--- config.mk ---
export PLATFORM = sky130hd
export DESIGN_NAME = prefix_window_matcher
export DESIGN_NICKNAME = d
export VERILOG_FILES = /design/src/rtl/pwm_pkg.sv /design/src/rtl/pwm_window_builder.sv /design/src/rtl/pwm_prefix_store.sv /design/src/rtl/pwm_compare_array.sv /design/src/rtl/prefix_window_matcher.sv
export SDC_FILE = /design/constraint.sdc
export NUM_CORES = 2
export LEC_CHECK = 0
export BUFFER_PORTS_ARGS = -buffer_cell sky130_fd_sc_hd__buf_2
export CORE_MARGIN = 8
export CORE_UTILIZATION = 34
export CTS_CLUSTER_SIZE = 20
export DETAILED_ROUTE_END_ITERATION = 8
export HOLD_SLACK_MARGIN = 0.03
export PLACE_DENSITY = 0.47
export REMOVE_ABC_BUFFERS = 1
export SLEW_MARGIN = 25
export SYNTH_ARGS = -nofsm -noshare
export SYNTH_HDL_FRONTEND = slang
export SYNTH_SLANG_ARGS = --single-unit
export TNS_END_PERCENT = 50
--- constraint.sdc ---
create_clock -name clk -period 2.4 [get_ports clk]
set_clock_uncertainty 0.05 [all_clocks]
set_input_delay 0.24 -clock clk [delete_from_list [all_inputs] [get_ports clk]]
set_output_delay 0.24 -clock clk [all_outputs]
set_load 0.1 [all_outputs]
--- src/rtl/pwm_pkg.sv ---
package pwm_pkg;
    localparam int CHAR_W      = 8;
    localparam int DEF_LANES   = 8;
    localparam int DEF_PFX_LEN = 4;
    localparam int DEF_NUM_PAT = 16;

    typedef logic [CHAR_W-1:0] char_t;

    // characters carried over from the previous beat
    function automatic int hist_depth(input int pfx_len);
        return (pfx_len > 1) ? pfx_len - 1 : 1;
    endfunction

    // bits needed to count 0..maxv
    function automatic int count_bits(input int maxv);
        return (maxv < 2) ? 1 : $clog2(maxv + 1);
    endfunction

    // bits needed to address n slots
    function automatic int idx_bits(input int n);
        return (n > 1) ? $clog2(n) : 1;
    endfunction
endpackage

--- src/rtl/pwm_window_builder.sv ---
module pwm_window_builder
    import pwm_pkg::*;
#(
    parameter int LANES   = DEF_LANES,
    parameter int PFX_LEN = DEF_PFX_LEN
) (
    input  logic                              clk,
    input  logic                              rst,
    input  logic                              advance,
    input  logic                              beat_last,
    input  char_t [LANES-1:0]                 beat,
    output char_t [LANES-1:0][PFX_LEN-1:0]    win,
    output logic  [LANES-1:0]                 win_ok
);
    localparam int HIST  = hist_depth(PFX_LEN);
    localparam int EXT   = LANES + HIST;
    localparam int CNT_W = count_bits(HIST);

    char_t [HIST-1:0]  hist;
    logic  [CNT_W-1:0] hist_cnt;
    char_t [EXT-1:0]   ext;

    // extended text: carried tail first, then the new beat
    always_comb begin
        for (int h = 0; h < HIST; h++) ext[h] = hist[h];
        for (int j = 0; j < LANES; j++) ext[HIST+j] = beat[j];
    end

    generate
        for (genvar i = 0; i < LANES; i++) begin : g_lane
            for (genvar c = 0; c < PFX_LEN; c++) begin : g_chr
                assign win[i][c] = ext[i+c];
            end
            if (i >= HIST) begin : g_full
                assign win_ok[i] = 1'b1;
            end else begin : g_edge
                // needs HIST-i characters of real history
                assign win_ok[i] = (int'(hist_cnt) >= (HIST - i));
            end
        end
    endgenerate

    always_ff @(posedge clk) begin
        if (rst) begin
            hist     <= '0;
            hist_cnt <= '0;
        end else if (advance) begin
            for (int h = 0; h < HIST; h++) hist[h] <= ext[LANES+h];
            if (beat_last)
                hist_cnt <= '0;
            else if (int'(hist_cnt) + LANES >= HIST)
                hist_cnt <= CNT_W'(HIST);
            else
                hist_cnt <= CNT_W'(int'(hist_cnt) + LANES);
        end
    end

    // history untouched when no beat is taken
    p_hist_hold_r8: assert property (@(posedge clk) disable iff (rst)
        (!rst && !advance) |=> ($stable(hist) && $stable(hist_cnt)));

    // end of text forgets the history
    p_last_clears_r6: assert property (@(posedge clk) disable iff (rst)
        (!rst && advance && beat_last) |=> (hist_cnt == '0));

    // count of remembered characters stays within the carried depth
    p_cnt_bound_r5: assert property (@(posedge clk) disable iff (rst)
        int'(hist_cnt) <= HIST);
endmodule

--- src/rtl/pwm_prefix_store.sv ---
module pwm_prefix_store
    import pwm_pkg::*;
#(
    parameter int NUM_PAT = DEF_NUM_PAT,
    parameter int PFX_LEN = DEF_PFX_LEN
) (
    input  logic                                clk,
    input  logic                                rst,
    input  logic                                wr_en,
    input  logic [idx_bits(NUM_PAT)-1:0]        wr_idx,
    input  char_t [PFX_LEN-1:0]                 wr_prefix,
    output char_t [NUM_PAT-1:0][PFX_LEN-1:0]    pfx,
    output logic  [NUM_PAT-1:0]                 pfx_ok
);
    localparam int IDX_W = idx_bits(NUM_PAT);

    always_ff @(posedge clk) begin
        if (rst) begin
            pfx    <= '0;
            pfx_ok <= '0;
        end else if (wr_en) begin
            for (int p = 0; p < NUM_PAT; p++) begin
                if (wr_idx == IDX_W'(p)) begin
                    pfx[p]    <= wr_prefix;
                    pfx_ok[p] <= 1'b1;
                end
            end
        end
    end

    // a write to an existing slot arms that slot
    p_write_arms_r2: assert property (@(posedge clk) disable iff (rst)
        (!rst && wr_en && (int'(wr_idx) < NUM_PAT)) |=> pfx_ok[$past(wr_idx)]);
endmodule

--- src/rtl/pwm_compare_array.sv ---
module pwm_compare_array
    import pwm_pkg::*;
#(
    parameter int NUM_PAT = DEF_NUM_PAT,
    parameter int LANES   = DEF_LANES,
    parameter int PFX_LEN = DEF_PFX_LEN
) (
    input  char_t [NUM_PAT-1:0][PFX_LEN-1:0]  pfx,
    input  logic  [NUM_PAT-1:0]               pfx_ok,
    input  char_t [LANES-1:0][PFX_LEN-1:0]    win,
    input  logic  [LANES-1:0]                 win_ok,
    output logic  [NUM_PAT*LANES-1:0]         hit
);
    generate
        for (genvar p = 0; p < NUM_PAT; p++) begin : g_pat
            for (genvar i = 0; i < LANES; i++) begin : g_win
                assign hit[p*LANES+i] = pfx_ok[p] & win_ok[i] & (win[i] == pfx[p]);
            end
        end
    endgenerate
endmodule

--- src/rtl/prefix_window_matcher.sv ---
module prefix_window_matcher
    import pwm_pkg::*;
#(
    parameter int LANES   = DEF_LANES,
    parameter int PFX_LEN = DEF_PFX_LEN,
    parameter int NUM_PAT = DEF_NUM_PAT
) (
    input  logic                             clk,
    input  logic                             rst,
    input  logic                             wr_en,
    input  logic [idx_bits(NUM_PAT)-1:0]     wr_idx,
    input  logic [PFX_LEN*CHAR_W-1:0]        wr_prefix,
    input  logic                             in_valid,
    input  logic                             in_last,
    input  logic [LANES*CHAR_W-1:0]          in_data,
    output logic                             in_ready,
    input  logic                             stall,
    output logic                             out_valid,
    output logic                             out_last,
    output logic [NUM_PAT*LANES-1:0]         out_match
);
    localparam int CELLS = NUM_PAT * LANES;

    char_t [LANES-1:0]                  beat;
    char_t [PFX_LEN-1:0]                wr_chars;
    char_t [LANES-1:0][PFX_LEN-1:0]     win;
    logic  [LANES-1:0]                  win_ok;
    char_t [NUM_PAT-1:0][PFX_LEN-1:0]   pfx;
    logic  [NUM_PAT-1:0]                pfx_ok;
    logic  [CELLS-1:0]                  hit;
    logic                               accept;

    assign beat     = in_data;
    assign wr_chars = wr_prefix;
    assign in_ready = ~stall;
    assign accept   = in_valid & in_ready;

    pwm_prefix_store #(.NUM_PAT(NUM_PAT), .PFX_LEN(PFX_LEN)) u_store (
        .clk(clk), .rst(rst), .wr_en(wr_en), .wr_idx(wr_idx),
        .wr_prefix(wr_chars), .pfx(pfx), .pfx_ok(pfx_ok)
    );

    pwm_window_builder #(.LANES(LANES), .PFX_LEN(PFX_LEN)) u_win (
        .clk(clk), .rst(rst), .advance(accept), .beat_last(in_last),
        .beat(beat), .win(win), .win_ok(win_ok)
    );

    pwm_compare_array #(.NUM_PAT(NUM_PAT), .LANES(LANES), .PFX_LEN(PFX_LEN)) u_cmp (
        .pfx(pfx), .pfx_ok(pfx_ok), .win(win), .win_ok(win_ok), .hit(hit)
    );

    always_ff @(posedge clk) begin
        if (rst) begin
            out_valid <= 1'b0;
            out_last  <= 1'b0;
            out_match <= '0;
        end else if (!stall) begin
            out_valid <= in_valid;
            out_last  <= in_valid & in_last;
            out_match <= in_valid ? hit : '0;
        end
    end

    // registered matrix frozen while downstream holds
    p_hold_on_stall_r8: assert property (@(posedge clk) disable iff (rst)
        (!rst && stall) |=> ($stable(out_match) && $stable(out_valid) && $stable(out_last)));

    // no hit without a valid beat behind it
    p_idle_zero_r7: assert property (@(posedge clk) disable iff (rst)
        !out_valid |-> (out_match == '0));

    // end marker only accompanies a valid result
    p_last_valid_r6: assert property (@(posedge clk) disable iff (rst)
        out_last |-> out_valid);
endmodule

Word level (Yosys, flattened, before mapping)
Cells that the tools add are included. W data, S select, Z words.

Logic and storage cells: 434. Input bits: 106. Bits in registers: 684.

Bitwise gates (word level): 179. Reduce and logical (&&, ||, !) cells: 17. Equality and inequality tests: 143. $add $sub $neg: 1. Muxes and demuxes: 3. Order comparisons: 4.

Operator list (number): $eq A32 B32 Y1 (128); $and A1 B1 Y1 (178); $mux W128 (1); $eq A4 B4 Y1 const B (8); $ge A32 B3 Y1 const B (1); $reduce_and A2 Y1 (16); $eq A4 B3 Y1 const B (4); $eq A4 B2 Y1 const B (2); $add A2 B4 Y5 const B (1); $eq A4 B1 Y1 const B (1); $ge A2 B2 Y1 const B (2); $logic_not A4 Y1 (1); $mux W2 (2); $ge A2 B1 Y1 const B (1); $not A1 Y1 (1).

Longest topological paths before layout
Word-level depth: 4. Mapped depth: 7.

Modules after synthesis
Synthesis repeated with hierarchy kept, for this count alone.

Cells, all modules: 9423. Area, all modules: 78267.6 um2.

By module, submodules not included: pwm_compare_array (area an instance 49760.2 um2, times used 1, sequential area each 0.0 um2, cells an instance 6700); pwm_prefix_store (area an instance 20390.8 um2, times used 1, sequential area each 10570.1 um2, cells an instance 1824); prefix_window_matcher (area an instance 5406.4 um2, times used 1, sequential area each 2602.5 um2, cells an instance 578); pwm_window_builder (area an instance 2710.1 um2, times used 1, sequential area each 500.5 um2, cells an instance 321).

Least setup slack after synthesis
No wires, ideal clock.

Kind: in2reg. From: in stall. To: reg out_match[106]. Cell stages on the path: 7. Arrival time: 2.001 ns. Setup slack: 0.274 ns. Data required time: 2.276 ns. Buffers on the path: 2. Cell sequence: inv_1 > nand2_1 > nor3b_2 > buf_4 > buf_2 > nand3_1 > o21ai_0.

RTL lines: start: declaration (line prefix_window_matcher.sv:17) `input logic stall,`; end signal: assignment (line prefix_window_matcher.sv:60) `out_match <= in_valid ? hit : '0;`; end: declaration (line prefix_window_matcher.sv:20) `output logic [NUM_PAT*LANES-1:0] out_match`.

Final worst setup path
From: reg u_store.pfx[16] (netlist name). To: reg out_match[7].

Word-level cells in the longest chain between the ends: 3.

Ends and longest elaborated chain: $eq A32 B32 Y1 (line pwm_compare_array.sv:17) `assign hit[p*LANES+i] = pfx_ok[p] & win_ok[i] & (win[i] == pfx[p]);`; $and A1 B1 Y1 (line pwm_compare_array.sv:17); $mux W128 (line prefix_window_matcher.sv:60).

Every way passes these cells. A chain may end at the register's enable or synchronous reset.

==> flow_summary.toml <==
[routing]
met1Wirelength_um = 186000
drt_iter0_markers = 10300
met3_wirelength_um = 55400
vias_per_cell = 6.05
postRouteAntennaNets = 0
dr.pass1.iters = 8
drc_errors = 0
wl_per_cell_um = 37.9
routed_wl_um = 472000
route.top_layer_used = "met5"
met2_length_um = 192000
vias = 75400

[worst_setup_path]
cp_top_family = "flip-flops"
cp_num_buf_inv = 1
slowest_delay_ns = 0.76
start_kind = "flop"
end_kind = "flop"
crit_chain = "xnor2_1 > nand4_1 > nor4_1 > nand3_1 > o21ai_0 > dlygate4sd3_1"
cp.required_ns = 3.07
worstPathMaxFanout = 8
cp.arrival_ns = 3.05
slowest_stage = "dfxtp_1"
crit_type = "flop to flop"

[clock_network]
clk_latency_ns = 0.79
cts_setup_buffers = 0
clock_path_buffers = 3
cts_made_buffers = 96
tritoncts = "yes"
cts.clk_slew.worst_paths_ns = 0.07
htreeDepth = 3
numClockSinks = 683
cts_root_buffer = "clkbuf_16"

[grt]
grt_antenna_before_repair = 18
grtUsageTotal_pct = 39.8
grt_first_pass_wirelength_um = 633000
grt_pass1_vias = 72500
grt_max_degree = 144
grt_overflow = 0

[pwr]
pwr-share-seq_pct = 30.8
vdd_drop_max_v = 0.000541
p_int_uw = 25000
p_comb_share_pct = 26.9
power_density_nw_per_um2 = 452
p_sw_share_pct = 35.8
p_clk_share_pct = 42.3
power.static_leakage_uw = 0.0339
power.switching_uw = 13900

[placement]
dp_hpwl_um = 326000
place.gp.congestion = 1.03
portBuffers = 236

[synthesis]
synth.area.top_cells = "xnor2_1, xor2_1, dfxtp_1"
ys_ff_latch = 683
synth_top_area_cell = "xnor2_1"
yosysWarnings = 0
avgSynthCellArea_um2 = 7.64
synth_top_area_share_pct = 25.0
ys_types = 29
syn-cell-area_um2 = 71700
syn_inst = 9392
ys_seq_area_share_pct = 19.1

[sta]
fin_tns_setup_ns = 0
worstMarginPinSlew_ns = 1.00
max_freq_mhz = 422
hold_viol = 0
drv_slew = 0
min_period_over_period_pct = 98.8
period_needed_ns = 2.37
rsz0062_at_grt = "yes"
finalSetupViolCount = 0
whs_ns = 0.0830
max-slew-margin-rel_pct = 33.3

[outcome]
status = "finished, final reports clean"

[floorplan]
coreArea_um2 = 210000
floorplan.rows = 168
die_h_um = 475
initial_core_util_pct = 34.2
die_x_um = 475
num_io_pins = 237
die-area_um2 = 226000

[final_layout]
finalNetCount = 9664
syn2layout_area_growth_pct = 20.0
drive_gt1_share_pct = 15.0

[run]
drv_cap = 0

[worst_hold_path]
hp-class = "input port to flop"
worst min-delay path, stage by stage:
cell and delay, ns:
buf_2 0.10, buf_4 0.31, nand2_1 0.13, a21oi_1 0.06
power groups by stage:
stage | sequential, uW | combinational, uW | clock (uW)
6_report | 12000 | 10500 | 16500
5_1_grt | 12000 | 10700 | 17000
4_1_cts | 11900 | 10100 | 16600
3_5_place_dp | 12200 | 9970 | 0
3_3_place_gp | 12200 | 9940 | 0
2_1_floorplan | 12300 | 3820 | 0
routing by layer:
metal / track usage (%) / vias to the layer above
met4: 26.9 / 8
met2: 58.1 / 5839
met3: 11.1 / 1760
li1: - / 30900
met1: 51.0 / 36900
met5: 0 / -
cells in the final DEF, fill, tap and decap left out, drive strengths merged:
cell type	n
nand3b	1
nand4	560
nor3	4
bufinv	16
o21ai	129
nor3b	3
a21oi	538
and2	16
nor4	640
xor2	2048
diode	20
nand2b	2
buf	1233
and3	1
xnor2	2048
dfxtp	683
clkinv	17
or3b	1
nor2b	3
clkinvlp	7
or2	1
dlygate4sd3	68
inv	11
nor2	48
and3b	1
nand2	1218
nand3	213
clkbuf	129
final cells by class:
type / instances / area, um2
antenna: 20 / 50.0
clock buffer: 129 / 2740
clock inverter: 50 / 752
fill: 21500 / 123000
inverter: 1 / 3.75
multi-input combinational: 7475 / 52900
sequential: 683 / 13700
tap: 2805 / 3510
timing repair buffer: 1301 / 12400
stage by stage:
stage / area [um2] / utilization (%) / power, uW / std cells / setup slack [ns]
global route: 86100 / 41.1 / 39600 / 12500 / -0.0378
floorplan: 66500 / - / 16100 / 8159 / -2.61
detailed placement: 81800 / 39.1 / 22200 / 12200 / -0.0878
global placement: 81800 / 39.1 / 22100 / 12200 / -0.0962
finish: 86100 / 41.1 / 38900 / 12500 / 0.0288
CTS: 86000 / 41.0 / 38600 / 12400 / 0.0222
logic make-up (layout without fill, tap and decap cells):
| kind of cell | Yosys count | in the layout | synth area share (%) |
|---|---|---|---|
| XOR/XNOR | 4096 | 4096 | 50.0 |
| AND/OR/NAND/NOR | 2712 | 2712 | 18.9 |
| buffers and inverters | 1234 | 1481 | 7.30 |
| flip-flops | 683 | 683 | 19.1 |
| AO/OA/AOI/OAI | 667 | 667 | 4.66 |
| other | 0 | 20 | 0 |
registers in the layout, indices dropped and copies added (netlist names):
register        flops
out_match         128
u_store.pfx_ok     16
out_valid           1
u_win.win          24
out_last            1
u_store.pfx       512
u_win.hist_cnt      1
path summary, 6_finish.rpt:
check	startpoint	to	slack (ns)	depth (start not counted)
worst min register to register	out_match[85]	out_match[85]	0.40	2
worst max-delay path	u_store.pfx[16]	out_match[7]	0.03	6
worst min-delay path	wr_prefix[5]	u_store.pfx[5]	0.08	4
worst max register to register	u_store.pfx[16]	out_match[7]	0.03	6
synth_stat cells:
library cell,count
nor2_1,42
o21ai_1,41
buf_1,68
nand4_1,560
xnor2_1,2048
nand2_1,1218
or2_2,1
dfxtp_1,683
and3b_1,1
nor2_2,6
nor3b_2,2
nor3_4,1
buf_4,6
a21oi_1,538
nor3b_1,1
and2_1,16
o21ai_0,88
nand2b_1,2
nor2b_1,3
nand3b_1,1
xor2_1,2048
clkbuf_1,693
and3_1,1
inv_1,1
buf_2,466
nor4_1,640
nand3_1,213
or3b_1,1
nor3_2,3
timing repair:
item,in CTS,in global routing
hold endpoints to repair,313,0
gates resized for setup,1,3
hold buffers,68,0
setup endpoints to repair,1,3
pin swaps,0,0
Note: power is estimated with default switching activity, not from simulation.
